<file path="config.mk">
export PLATFORM = sky130hd
export DESIGN_NAME = pq_source_ctrl
export DESIGN_NICKNAME = d
export VERILOG_FILES = /design/src/rtl/pq_src_pkg.sv /design/src/rtl/pq_addr_decode.sv /design/src/rtl/pq_transition.sv /design/src/rtl/pq_state_array.sv /design/src/rtl/pq_source_ctrl.sv
export SDC_FILE = /design/constraint.sdc
export NUM_CORES = 1
export LEC_CHECK = 0
export BUFFER_PORTS_ARGS = -buffer_cell sky130_fd_sc_hd__buf_2
export CORE_UTILIZATION = 55
export CTS_CLUSTER_SIZE = 28
export DETAILED_ROUTE_END_ITERATION = 16
export GPL_ROUTABILITY_DRIVEN = 0
export PLACE_DENSITY = 0.74
export SLEW_MARGIN = 15
export SYNTH_ARGS = -nofsm -noshare
export SYNTH_HDL_FRONTEND = slang
export SYNTH_SLANG_ARGS = --single-unit
</file>
<file path="constraint.sdc">
create_clock -name clk -period 8.3 [get_ports clk]
set_input_delay 0.83 -clock clk [delete_from_list [all_inputs] [get_ports clk]]
set_output_delay 0.83 -clock clk [all_outputs]
set_load 0.005 [all_outputs]
</file>
<file path="src/rtl/pq_src_pkg.sv">
package pq_src_pkg;
  typedef enum logic [1:0] {
    PQ_RESET  = 2'b00,
    PQ_OFF    = 2'b01,
    PQ_PEND   = 2'b10,
    PQ_QUEUED = 2'b11
  } pq_t;

  typedef enum logic [2:0] {
    OP_IDLE = 3'd0,
    OP_GET  = 3'd1,
    OP_SET  = 3'd2,
    OP_ZERO = 3'd3,
    OP_TRIG = 3'd4,
    OP_EOI  = 3'd5
  } pq_op_t;

  localparam int PAGE_BITS = 16;
  localparam logic [PAGE_BITS-1:0] OFF_GET = 16'h0800;
  localparam logic [PAGE_BITS-1:0] OFF_EOI = 16'h0400;
endpackage

</file>
<file path="src/rtl/pq_addr_decode.sv">
module pq_addr_decode
  import pq_src_pkg::*;
#(
  parameter int SRC_W  = 7,
  localparam int ADDR_W = SRC_W + PAGE_BITS + 1
) (
  input  logic              valid_i,
  input  logic              write_i,
  input  logic [ADDR_W-1:0] addr_i,
  output pq_op_t            op_o,
  output logic [SRC_W-1:0]  src_o,
  output pq_t               set_val_o
);
  logic [PAGE_BITS-1:0] off;
  logic                 eoi_page;

  assign off       = addr_i[PAGE_BITS-1:0];
  assign eoi_page  = addr_i[PAGE_BITS];
  assign src_o     = addr_i[ADDR_W-1:PAGE_BITS+1];
  assign set_val_o = pq_t'(off[9:8]);

  always_comb begin
    op_o = OP_IDLE;
    if (valid_i) begin
      if (write_i) begin
        if (!eoi_page)           op_o = OP_TRIG;
        else if (off == OFF_EOI) op_o = OP_EOI;
      end else begin
        if (off == OFF_GET)                                    op_o = OP_GET;
        else if (off[15:10] == 6'b000011 && off[7:0] == 8'h00) op_o = OP_SET;
        else                                                   op_o = OP_ZERO;
      end
    end
  end
endmodule

</file>
<file path="src/rtl/pq_transition.sv">
module pq_transition
  import pq_src_pkg::*;
(
  input  pq_op_t op_i,
  input  pq_t    cur_i,
  input  pq_t    set_val_i,
  output pq_t    nxt_o,
  output logic   wr_en_o,
  output logic   fire_o
);
  always_comb begin
    nxt_o   = cur_i;
    wr_en_o = 1'b0;
    fire_o  = 1'b0;
    unique case (op_i)
      OP_SET: begin
        nxt_o   = set_val_i;
        wr_en_o = 1'b1;
      end
      OP_TRIG: begin
        unique case (cur_i)
          PQ_RESET: begin nxt_o = PQ_PEND;   wr_en_o = 1'b1; fire_o = 1'b1; end
          PQ_PEND:  begin nxt_o = PQ_QUEUED; wr_en_o = 1'b1; end
          default:  ;
        endcase
      end
      OP_EOI: begin
        unique case (cur_i)
          PQ_PEND:   begin nxt_o = PQ_RESET; wr_en_o = 1'b1; end
          PQ_QUEUED: begin nxt_o = PQ_PEND;  wr_en_o = 1'b1; fire_o = 1'b1; end
          default:   ;
        endcase
      end
      default: ;
    endcase
  end
endmodule

</file>
<file path="src/rtl/pq_state_array.sv">
module pq_state_array
  import pq_src_pkg::*;
#(
  parameter int NUM_SRC = 128,
  localparam int SRC_W  = $clog2(NUM_SRC)
) (
  input  logic                   clk,
  input  logic                   rst_ni,
  input  logic                   wr_en_i,
  input  logic [SRC_W-1:0]       wr_idx_i,
  input  pq_t                    wr_val_i,
  output logic [NUM_SRC-1:0][1:0] st_o
);
  for (genvar k = 0; k < NUM_SRC; k++) begin : g_ent
    logic ld;
    assign ld = wr_en_i && (wr_idx_i == SRC_W'(k));
    always_ff @(posedge clk or negedge rst_ni) begin
      if (!rst_ni)  st_o[k] <= PQ_OFF;
      else if (ld)  st_o[k] <= wr_val_i;
    end
  end
endmodule

</file>
<file path="src/rtl/pq_source_ctrl.sv">
module pq_source_ctrl
  import pq_src_pkg::*;
#(
  parameter int NUM_SRC = 128,
  localparam int SRC_W  = $clog2(NUM_SRC),
  localparam int ADDR_W = SRC_W + PAGE_BITS + 1
) (
  input  logic              clk,
  input  logic              rst_n,
  input  logic              req_valid,
  input  logic              req_write,
  input  logic [ADDR_W-1:0] req_addr,
  output logic              rd_valid,
  output logic [1:0]        rd_data,
  output logic              notify_valid,
  output logic [SRC_W-1:0]  notify_src
);
  logic [1:0] rst_sync_q;
  logic       rst_ni;

  always_ff @(posedge clk or negedge rst_n) begin
    if (!rst_n) rst_sync_q <= 2'b00;
    else        rst_sync_q <= {rst_sync_q[0], 1'b1};
  end
  assign rst_ni = rst_sync_q[1];

  pq_op_t                    dec_op;
  logic [SRC_W-1:0]          dec_src;
  pq_t                       dec_set;
  pq_t                       cur_st, nxt_st;
  logic                      st_we, fire;
  logic [NUM_SRC-1:0][1:0]   st_all;

  pq_addr_decode #(.SRC_W(SRC_W)) u_dec (
    .valid_i(req_valid), .write_i(req_write), .addr_i(req_addr),
    .op_o(dec_op), .src_o(dec_src), .set_val_o(dec_set)
  );

  assign cur_st = pq_t'(st_all[dec_src]);

  pq_transition u_fsm (
    .op_i(dec_op), .cur_i(cur_st), .set_val_i(dec_set),
    .nxt_o(nxt_st), .wr_en_o(st_we), .fire_o(fire)
  );

  pq_state_array #(.NUM_SRC(NUM_SRC)) u_arr (
    .clk(clk), .rst_ni(rst_ni), .wr_en_i(st_we),
    .wr_idx_i(dec_src), .wr_val_i(nxt_st), .st_o(st_all)
  );

  logic             rd_valid_d;
  logic [1:0]       rd_data_d;

  always_comb begin
    rd_valid_d = req_valid && !req_write;
    rd_data_d  = (dec_op == OP_GET || dec_op == OP_SET) ? cur_st : 2'b00;
  end

  always_ff @(posedge clk or negedge rst_ni) begin
    if (!rst_ni) begin
      rd_valid     <= 1'b0;
      rd_data      <= 2'b00;
      notify_valid <= 1'b0;
      notify_src   <= '0;
    end else begin
      rd_valid     <= rd_valid_d;
      notify_valid <= fire;
      if (rd_valid_d) rd_data    <= rd_data_d;
      if (fire)       notify_src <= dec_src;
    end
  end


  ntf_after_store_chk: assert property (@(posedge clk) disable iff (!rst_ni)
    notify_valid |-> $past(req_valid && req_write));


  rd_after_load_chk: assert property (@(posedge clk) disable iff (!rst_ni)
    rd_valid |-> $past(req_valid && !req_write));


  ntf_pending_chk: assert property (@(posedge clk) disable iff (!rst_ni)
    notify_valid |-> (st_all[notify_src] == PQ_PEND));


  get_stable_chk: assert property (@(posedge clk) disable iff (!rst_ni)
    (dec_op == OP_GET) |=> (st_all[$past(dec_src)] == $past(cur_st)));
endmodule

</file>
# [Word-level counts from Yosys, hierarchy flattened]
# Index checks and enable logic that the tools add are counted.
[word_totals] regBits=269 input_bits=28 output_inout_bits=11 elab_cells=425
[op_classes] n_lt_le_gt_ge=1 n_eq_ne=136 mux=18 n_reduce_logical=137
[ops] operator="7-bit equality test (second input constant)" count=64
[ops] operator="7-bit by 6-bit equality test with 1-bit output (second input constant)" count=32
[ops] operator="1-bit logical AND" count=130
[ops] operator="7-bit by 5-bit equality test with 1-bit output (second input constant)" count=16
[ops] operator="7-bit by 4-bit equality test with 1-bit output (second input constant)" count=8
[ops] operator="7-bit by 3-bit equality test with 1-bit output (second input constant)" count=4
[ops] operator="16-bit by 11-bit equality test with 1-bit output (second input constant)" count=1
[ops] operator="16-bit by 12-bit equality test with 1-bit output (second input constant)" count=1
[ops] operator="3-bit 2-to-1 mux" count=5
[ops] operator="2-bit binary-select mux with 7-bit select" count=1
[ops] operator="7-bit by 2-bit equality test with 1-bit output (second input constant)" count=2
[ops] operator="8-bit logical NOT" count=1
[ops] operator="7-bit by 8-bit < comparator with 1-bit output (second input constant)" count=1
[ops] operator="2-bit case mux with 2 select lines" count=2
[ops] operator="7-bit by 1-bit equality test with 1-bit output (second input constant)" count=1
[ops] operator="7-bit logical NOT" count=1
[ops] operator="3-bit equality test (second input constant)" count=2
[ops] operator="6-bit by 2-bit equality test with 1-bit output (second input constant)" count=1
[ops] operator="2-bit case mux with 3 select lines" count=1
[ops] operator="1-bit 2-to-1 mux" count=5
[ops] operator="2-bit equality test (second input constant)" count=2
[ops] operator="2-bit 2-to-1 mux" count=2
[ops] operator="2-bit OR reduction" count=2
[ops] operator="3-bit by 1-bit equality test with 1-bit output (second input constant)" count=1
[ops] operator="6 further kinds" count=6

# [Logic depth before layout (Yosys ltp)]
# Gate-level depths: netlist of the first run.
[depth] depth_word=9 mapped_depth=14 depth_no_buf=8

# [Cells and area by module]
# A second synthesis of the first run with hierarchy kept.
[unflattened] cells_unflattened=1116 hier_area_um2=14109.8
[by_module_without_submodules] mod="pq_state_array" instances=1 cells_each=764 area_per_inst_um2=11050.6
[by_module_without_submodules] mod="pq_source_ctrl" instances=1 cells_each=307 area_per_inst_um2=2747.6
[by_module_without_submodules] mod="pq_addr_decode" instances=1 cells_each=25 area_per_inst_um2=168.9
[by_module_without_submodules] mod="pq_transition" instances=1 cells_each=20 area_per_inst_um2=142.6

# [Least setup slack after synthesis of the first run]
# Ideal clock, no wire load.
[synth_timing] path_kind="input to register" from="input req_addr[17]" to="register u_arr.st_o[11] in the netlist's numbering" setup_ns=0.125 t_arrival_ns=3.482 t_required_ns=8.175 path_slack_ns=4.694 stages=13 path_cell_list="buf_2 > buf_6 > buf_4 > mux4_2 > mux2i_1 > o221ai_1 > a211oi_1 > a22oi_2 > a21o_1 > a221o_1 > buf_2 > buf_2 > mux2_2"
[synth_between] elab_chain_cells=7 word_cells_on_any_way=15 classes_between="eq/ne: 3; mux: 8; reduce/logical: 4"
[synth_rtl] item="from (decl)" line_no="pq_source_ctrl.sv:12" text="input logic [ADDR_W-1:0] req_addr,"
[synth_rtl] item="2-bit binary-select mux with 7-bit select" line_no="pq_source_ctrl.sv:39" text="assign cur_st = pq_t'(st_all[dec_src]);"
[synth_rtl] item="2-bit 2-to-1 mux (implied by the code)" line_no="pq_source_ctrl.sv:39"
[synth_rtl] item="2-bit equality test (tied with other cells)" line_no="pq_transition.sv:21, pq_transition.sv:28"
[synth_rtl] item="2-bit OR reduction (no source line)"
[synth_rtl] item="1-bit 2-to-1 mux, on equally long branches" line_no="pq_transition.sv:28, pq_transition.sv:21"
[synth_rtl] item="1-bit case mux with 3 select lines" line_no="pq_transition.sv:15" text="unique case (op_i)"
[synth_rtl] item="1-bit logical AND" line_no="pq_state_array.sv:16" text="assign ld = wr_en_i && (wr_idx_i == SRC_W'(k));"
[synth_rtl] item="to (signal, indexed assignment)" line_no="pq_state_array.sv:19" text="else if (ld) st_o[k] <= wr_val_i;"
[synth_rtl] item="to (decl)" line_no="pq_state_array.sv:12" text="output logic [NUM_SRC-1:0][1:0] st_o"
# Parallel ways exist; a longest one is shown, timed or not. The select of a mux whose other input is x is not followed.
# A chain may end at the register's enable or synchronous reset.

# [Final worst setup path of the first run]
[layout_timing] from="input req_addr[20]" to="register u_arr.st_o[248] in the netlist's numbering"
# Same word-level chain as after synthesis.

==> implementation parameters, run 1 <==
Parameter                              Value

Setup path
  Peak fanout along the critical path ... 81
  Category of the worst setup path capture point ... register
  Maximum single-stage delay on the critical path ... 690 ps
  Family with the most delay on the worst path ... buffers and inverters
  R2R Path Start ... u_arr.st_o[245]
  Worst path arrival time ... about 5500 ps
  Critical-path top delay cell ... sky130_fd_sc_hd__a221o_4
  Register-to-Register Path Depth ... 9
  Crit Reg-Reg Endpoint ... u_arr.st_o[248]
  Most frequent CP cell ... sky130_fd_sc_hd__buf_4
  Series of cell instances along the critical path ... buf_2, buf_4, mux4_2, mux2i_1, o211ai_1, and3_1, o32ai_1, a21o_1, a221o_4, buf_4, mux2_2
  Count of buffer and inverter cells on the critical path ... 3
  Worst-case register-to-register setup slack ... 4310 ps
  Kind of critical path ... in2reg
  Worst Setup Start Kind ... input pin
  Endpoint required time on the critical path ... 8790 ps

Clock tree
  Clock tree from TritonCTS ... yes
  Clock transition at the registers of the reported paths ... 60 ps
  Post CTS Setup Buffer Count ... 0
  Hold-fix buffers at CTS ... 0
  Longest Clk Path Bufs ... 3
  Clock buffer count from CTS ... 29
  Insertion delay of the later-clocked pin in the worst-skew pair ... 550 ps
  CTS H-tree lvls ... 1
  Cts repair resizes ... 0
  Clk Tree Root Cell ... sky130_fd_sc_hd__clkbuf_16
  Total number of clock tree sinks ... 269

Layout
  Final #Nets ... 1011
  Most common library cell in the layout ignoring fill and taps ... sky130_fd_sc_hd__mux2_2
  Signed area change from the synthesized netlist to the final layout ... 7.57%
  Finished Layout Cells ... 1329
  Utilization after layout ... between 60 and 70%
  N_diodes ... 0
  Most used cells in the layout excluding fill and tap cells ... sky130_fd_sc_hd__mux2_2 (269), sky130_fd_sc_hd__dfrtp_1 (140), sky130_fd_sc_hd__dfstp_2 (128), sky130_fd_sc_hd__nand3_1 (80), sky130_fd_sc_hd__mux4_2 (54)
  Proportion of layout cells with a drive suffix above 1 ... 56.1%

GRT
  Overall routing resource usage ... 23.9%
  First-pass GRT wire length ... 48700 µm
  Via count of the first global-routing pass ... 8730
  Maximum number of pins on one net before global-route repair ... 89
  Antenna violations before repair ... 0
  Total global routing overflow ... 0

Die
  Floorplan die area ... about 0.026 mm²
  Initial core utilization ... 56.4%
  Die Span X ... 160 µm
  Placement Rows ... 57
  Core footprint ... 0.0245 mm²
  Chip Height ... 160 µm
  Boundary pin count ... 39

Route
  Via count ... 8455
  Final WL ... approximately 30000 µm
  WL/cell ... 22.2 µm
  Post-detailed-route count of antenna-violating nets ... 0
  First drt pass iteration count ... 5
  Drt drc ... 0
  Number of DRC violations after detailed-routing iteration 0 ... about 650
  Routed via count divided by cell count ... between 6 and 7

Yosys
  Number of enable-type register cells in the synthesized netlist ... 0
  Yosys warnings ... 0
  Part of the Yosys area used for sequential elements ... 50.0%
  Proportion of synthesized flip-flops having asynchronous set or reset ... 100%
  Summed instance area of the synthesized netlist ... ~0.014 mm²
  Synthesized netlist cell count ... 992
  Total nets after synthesis ... 1020
  Largest cells by area after synthesis ... sky130_fd_sc_hd__dfrtp_1 (26%), sky130_fd_sc_hd__dfstp_2 (24%), sky130_fd_sc_hd__mux2_2 (22%)
  Number of distinct library cells after synthesis ... 52
  Dominant synthesized flop cell ... sky130_fd_sc_hd__dfrtp_1
  Cell type contributing the most total cell area after synthesis ... sky130_fd_sc_hd__dfrtp_1
  Synth Area per Inst ... approximately 14 µm²
  Post-synthesis sequential element count ... 269
  Area share of the largest cell type after synthesis ... 25.6%

STA
  Setup repair after global routing missed its margin ... no
  Final-report hold violation count ... 0
  Max Slew Vio Count ... 0
  Final setup vio count ... 0
  Final worst-path cycle share ... 60.6%
  Worst Tran Pin Value ... 976 ps
  Upper clock frequency limit ... 199 MHz
  Sum Neg Setup Slack ... 0 ps
  Remaining max-slew budget at the tightest pin ... 34.9%
  Fin crit period ... about 5000 ps
  Final setup skew ... approximately 11 ps

Pwr
  NetSw ... about 690 µW
  Pwr Density ... between 150 and 200 mW/mm²
  Share of power burned in registers ... 48.4%
  Combinational share of power ... 7.9%
  Int Power ... between 2 and 2.5 mW
  Post-route total power ... approximately 2.8 mW
  Largest vdd supply drop ... 190 µV
  Share of total power consumed by net switching ... 24.2%
  Clock power frac ... 43.7%
  Leakage power of the design ... 6.42 nW

Status
  Run status ... completed

Placed design
  Port buffer count ... 38
  Detailed-placement wirelength estimate ... between 15000 and 20000 µm
  Placed cells ... 1276

Flow run
  # Max-Cap Violations ... 0

Min path
  Hold/Removal Path Class ... in2async
## per-layer routing
metal,track usage (%),vias up,share of wire [%]
met4,7.58,0,2.5
met5,0,-,0
li1,-,3729,-
met1,34.6,4428,45
met2,37.3,244,47
met3,3.56,54,5.4
## cells in the mapped netlist (2+ instances only)
cell type	count
sky130_fd_sc_hd__nor2b_1	11
sky130_fd_sc_hd__nor2_1	42
sky130_fd_sc_hd__nand2_1	14
sky130_fd_sc_hd__buf_4	18
sky130_fd_sc_hd__dfrtp_1	141
sky130_fd_sc_hd__mux4_2	54
sky130_fd_sc_hd__o221ai_1	2
sky130_fd_sc_hd__inv_1	4
sky130_fd_sc_hd__nor3_1	5
sky130_fd_sc_hd__dfstp_2	128
sky130_fd_sc_hd__or2_2	3
sky130_fd_sc_hd__and3_1	3
sky130_fd_sc_hd__o211ai_1	3
sky130_fd_sc_hd__nand3_1	80
sky130_fd_sc_hd__nand3b_1	5
sky130_fd_sc_hd__mux4_1	5
sky130_fd_sc_hd__nand4_1	38
sky130_fd_sc_hd__dlygate4sd1_1	3
sky130_fd_sc_hd__and2_1	3
sky130_fd_sc_hd__a21oi_1	3
sky130_fd_sc_hd__buf_2	24
sky130_fd_sc_hd__mux4_4	3
sky130_fd_sc_hd__nand2b_1	9
sky130_fd_sc_hd__buf_1	4
sky130_fd_sc_hd__mux2_2	269
sky130_fd_sc_hd__a22o_1	5
sky130_fd_sc_hd__a21o_1	3
sky130_fd_sc_hd__buf_6	21
sky130_fd_sc_hd__mux2i_1	17
sky130_fd_sc_hd__dlygate4sd3_1	2
sky130_fd_sc_hd__a22oi_1	7
sky130_fd_sc_hd__nand4b_1	16
sky130_fd_sc_hd__nor4_1	4
sky130_fd_sc_hd__a221o_1	2
sky130_fd_sc_hd__clkbuf_1	20
sky130_fd_sc_hd__o21ai_0	5
## cells by family (layout without fill, tap and decap cells)
logic type	count (synthesis)	after routing	synth area share, %
flip-flops	269	269	50.0
AO/OA/AOI/OAI	43	43	2.53
AND/OR/NAND/NOR	235	235	9.27
other	1	1	0.0272
multiplexers	348	348	33.5
buffers and inverters	96	109	4.66
## final cells by class
cell class                      instances  area (µm²)
Clock inverter                          5        27.5
Sequential cell                       269        6900
Clock buffer                           48         887
Fill cell                            1869        9630
Multi-Input combinational cell        627        6300
Inverter                                4        15.0
Tap cell                              324         405
Timing Repair Buffer                   52         300
## per-stage QoR
step	setup slack, ps	hold WS, ps	instance area, µm²
after floorplan	472	331	13800
after global placement	2870	335	13900
after CTS	3330	35.4	14800
after detailed placement	2820	338	13900
final	3270	60.6	14800
after global routing	3030	41.1	14800
## worst register-to-register path, cell delays in order (launching register included)
cell	delay (ps)
sky130_fd_sc_hd__dfrtp_1	370
sky130_fd_sc_hd__mux4_2	470
sky130_fd_sc_hd__mux2i_1	230
sky130_fd_sc_hd__o211ai_1	170
sky130_fd_sc_hd__and3_1	270
sky130_fd_sc_hd__o32ai_1	620
sky130_fd_sc_hd__a21o_1	210
sky130_fd_sc_hd__a221o_4	690
sky130_fd_sc_hd__buf_4	620
sky130_fd_sc_hd__mux2_2	290
## how the worst max path moves through the flow
stage               slack, ps     startpoint              end  depth (start not counted)
floorplan                 470  rst_sync_q[1]    notify_src[0]                          0
global placement         2870   req_addr[20]   u_arr.st_o[42]                         11
detailed placement       2820   req_addr[20]  u_arr.st_o[138]                         11
CTS                      3330   req_addr[20]  u_arr.st_o[248]                         11
global route             3030   req_addr[17]  u_arr.st_o[248]                         11
finish                   3270   req_addr[20]  u_arr.st_o[248]                         11
## state kept, by name, indices dropped and copies added, names as in the netlist
signal,count
u_arr.st_o,256
notify_src,7
rd_data,2
rst_sync_q,2
notify_valid,1
rd_valid,1
## power by group through the flow
stage | Combinational, mW | Clock [mW] | Sequential, mW
final | 0.225 | 1.24 | 1.37
after global routing | 0.246 | 1.32 | 1.38
after CTS | 0.227 | 1.27 | 1.37
after detailed placement | 0.226 | 0 | 1.39
after global placement | 0.224 | 0 | 1.39
after floorplan | 0.162 | 0 | 1.40
(Power assumes the default switching activity.)
==> run 2, diff against run 1 <==
--- a/config.mk
+++ b/config.mk
@@ -10,7 +10,7 @@
 export CTS_CLUSTER_SIZE = 28
 export DETAILED_ROUTE_END_ITERATION = 16
 export GPL_ROUTABILITY_DRIVEN = 0
-export PLACE_DENSITY = 0.74
+export PLACE_DENSITY = 0.72
 export SLEW_MARGIN = 15
 export SYNTH_ARGS = -nofsm -noshare
 export SYNTH_HDL_FRONTEND = slang
==> constraint.sdc (replaced) <==
create_clock -name clk -period 5.2 [get_ports clk]
set_input_delay 0.52 -clock clk [delete_from_list [all_inputs] [get_ports clk]]
set_output_delay 0.52 -clock clk [all_outputs]
set_load 0.005 [all_outputs]
==> run 2 against run 1 <==
Compared with the run above:
- cell count rose by 1.5%
- core utilization rose by 1.1 points
- register-to-register slack got worse by 2600 ps
- clock power rose by 67%
- via count rose by 1.5%
- highest routed layer unchanged
- non-clock buffer count rose by 18
- critical path type unchanged
- count of clock-buffer cells in the layout rose by 2
- global-route usage rose by 0.63 points
- worst hold slack improved by 210 ps
==> implementation parameters, run 2 (synthesized netlist as in run 1, its figures left out) <==
Parameter                              Value

Layout
  Final #Nets ... 1030
  Signed area change from the synthesized netlist to the final layout ... 9.54%
  Most used cells in the layout excluding fill and tap cells ... sky130_fd_sc_hd__mux2_2 (269), sky130_fd_sc_hd__dfrtp_1 (140), sky130_fd_sc_hd__dfstp_2 (128), sky130_fd_sc_hd__nand3_1 (80), sky130_fd_sc_hd__mux4_2 (54)
  Largest register by flop count ... u_arr.st_o
  Multi-input combinational cell area ... 0.00631 mm²
  Proportion of layout cells with a drive suffix above 1 ... 56.6%
  Largest registers ranked by flip-flop count ... u_arr.st_o: 256 flops, notify_src: 7 flops
  Largest register FFs ... 256
  Fill cell total of the finished layout ... 1866
  FF+latch area ... 0.00690 mm²
  Most common library cell in the layout ignoring fill and taps ... sky130_fd_sc_hd__mux2_2

Die
  Core footprint ... 0.0245 mm²
  Boundary pin count ... 39
  Floorplan die area ... roughly 0.026 mm²
  Die Span X ... around 160 µm
  Placement Rows ... between 50 and 60
  Chip Height ... 160 µm
  Initial core utilization ... 56.4%

Clock tree
  Total number of clock tree sinks ... 269
  Insertion delay of the later-clocked pin in the worst-skew pair ... ~560 ps
  Clock tree from TritonCTS ... yes
  Clock buffer count from CTS ... 30
  Hold-fix buffers at CTS ... 1
  Post CTS Setup Buffer Count ... 0
  Cts repair resizes ... 0
  Clk Tree Root Cell ... sky130_fd_sc_hd__clkbuf_16
  Clock transition at the registers of the reported paths ... 60 ps
  CTS H-tree lvls ... 1
  Longest Clk Path Bufs ... 3

Pwr
  Combinational share of power ... about 8.3%
  Leakage power of the design ... 6.55 nW
  NetSw ... 1.12 mW
  Int Power ... approximately 3.5 mW
  Clock power frac ... 44.6%
  Share of total power consumed by net switching ... 24.0%
  Pwr Density ... 308 mW/mm²
  Largest vdd supply drop ... 291 µV
  Share of power burned in registers ... 47.1%

Route
  Final WL ... 30500 µm
  Routed via count divided by cell count ... 6.36
  Post-detailed-route count of antenna-violating nets ... 0
  WL/cell ... 22.6 µm
  Via count ... 8584
  Drt drc ... 0
  Number of DRC violations after detailed-routing iteration 0 ... 641
  First drt pass iteration count ... 5

GRT
  Antenna violations before repair ... 1
  Via count of the first global-routing pass ... 9048
  Met2 routing resource usage after global routing ... 39.0%
  Maximum number of pins on one net before global-route repair ... approximately 160
  Overall routing resource usage ... 24.5%
  First-pass GRT wire length ... 50000 µm
  Top Usage Layer GRT ... met2
  Global-route track usage on met1 ... 35.7%
  GR Layer Usage met3 ... 3.49%
  Total global routing overflow ... 0

Setup path
  Worst-case register-to-register setup slack ... 1730 ps
  Endpoint required time on the critical path ... 5680 ps
  Category of the worst setup path capture point ... register
  Kind of critical path ... in2reg
  Worst path arrival time ... 4340 ps
  Crit path from ... req_addr[18]
  Register-to-Register Path Depth ... 9
  Worst Setup Start Kind ... input pin
  R2R Path Start ... u_arr.st_o[190]
  Critical path endpoint ... u_arr.st_o[184]
  Peak fanout along the critical path ... 85
  Crit Reg-Reg Endpoint ... u_arr.st_o[63]

Placed design
  Port buffer count ... 38
  Detailed-placement wirelength estimate ... between 15000 and 20000 µm

STA
  Sum Neg Setup Slack ... 0 ps
  Fin crit period ... 3870 ps
  Final-layout worst hold slack ... 271 ps
  Final-report hold violation count ... 0
  Worst Tran Pin Value ... 1060 ps
  Final setup vio count ... 0
  Final setup skew ... 15.8 ps
  Upper clock frequency limit ... 259 MHz
  Remaining max-slew budget at the tightest pin ... 29.1%
  Final worst-path cycle share ... 74.4%
  Max Slew Vio Count ... 0
  Setup repair after global routing missed its margin ... no

Min path
  Hold/Removal Path Class ... in2async

Status
  Run status ... completed

Flow run
  # Max-Cap Violations ... 0
==> run 2: metrics by stage <==
| stage | util [%] | std cells | total power, mW | worst slack, ps | instance area [µm²] |
|---|---|---|---|---|---|
| 6_report | 61.7 | 1349 | 4.65 | 1330 | 15100 |
| 5_1_grt | 61.7 | 1348 | 4.81 | 1170 | 15100 |
| 4_1_cts | 61.7 | 1348 | 4.69 | 1370 | 15100 |
| 3_5_place_dp | 57.7 | 1293 | 2.61 | 781 | 14100 |
| 3_3_place_gp | 57.7 | 1293 | 2.61 | 827 | 14100 |
| 2_1_floorplan | - | 992 | 2.50 | 911 | 13800 |
==> run 2: how the worst min path moves through the flow <==
stage | endpoint | cells past startpoint
CTS | rst_sync_q[1] | 2
floorplan | rst_sync_q[0] | 0
finish | rst_sync_q[1] | 2
global route | rst_sync_q[1] | 2
global placement | rst_sync_q[0] | 1
detailed placement | rst_sync_q[0] | 1
==> run 2: per-layer routing <==
layer  vias up  part of all wire (%)
met5         -                     0
met4         0                   2.2
met3        48                   4.6
met2       203                    47
met1      4550                    47
li1       3783                     -
==> run 2: area by class of cell <==
cell class / instances / share of cell area (%)
flip-flops and latches: 269 / 45.7
inverters: 4 / 0.0994
well taps: 324 / 2.68
repair buffers: 70 / 3.40
multi-input cells: 627 / 41.8
clock inverters: 4 / 0.323
diodes: 1 / 0.0166
clock buffers: 50 / 6.07
==> run 2: critical path: stages <==
cell and delay, ps:
sky130_fd_sc_hd__buf_4 610, sky130_fd_sc_hd__buf_4 300, sky130_fd_sc_hd__mux4_1 570, sky130_fd_sc_hd__a31oi_1 180, sky130_fd_sc_hd__o211ai_1 120, sky130_fd_sc_hd__and3_1 230, sky130_fd_sc_hd__o32a_1 440, sky130_fd_sc_hd__o21ba_1 210
sky130_fd_sc_hd__a221o_4 330, sky130_fd_sc_hd__buf_4 370, sky130_fd_sc_hd__mux2_2 390
==> run 2: power groups by stage <==
stage	Clock [mW]	Sequential, mW	Combinational, mW
after CTS	2.11	2.19	0.390
after floorplan	0	2.24	0.259
after global placement	0	2.22	0.384
after detailed placement	0	2.22	0.389
final	2.07	2.19	0.387
after global routing	2.19	2.20	0.420
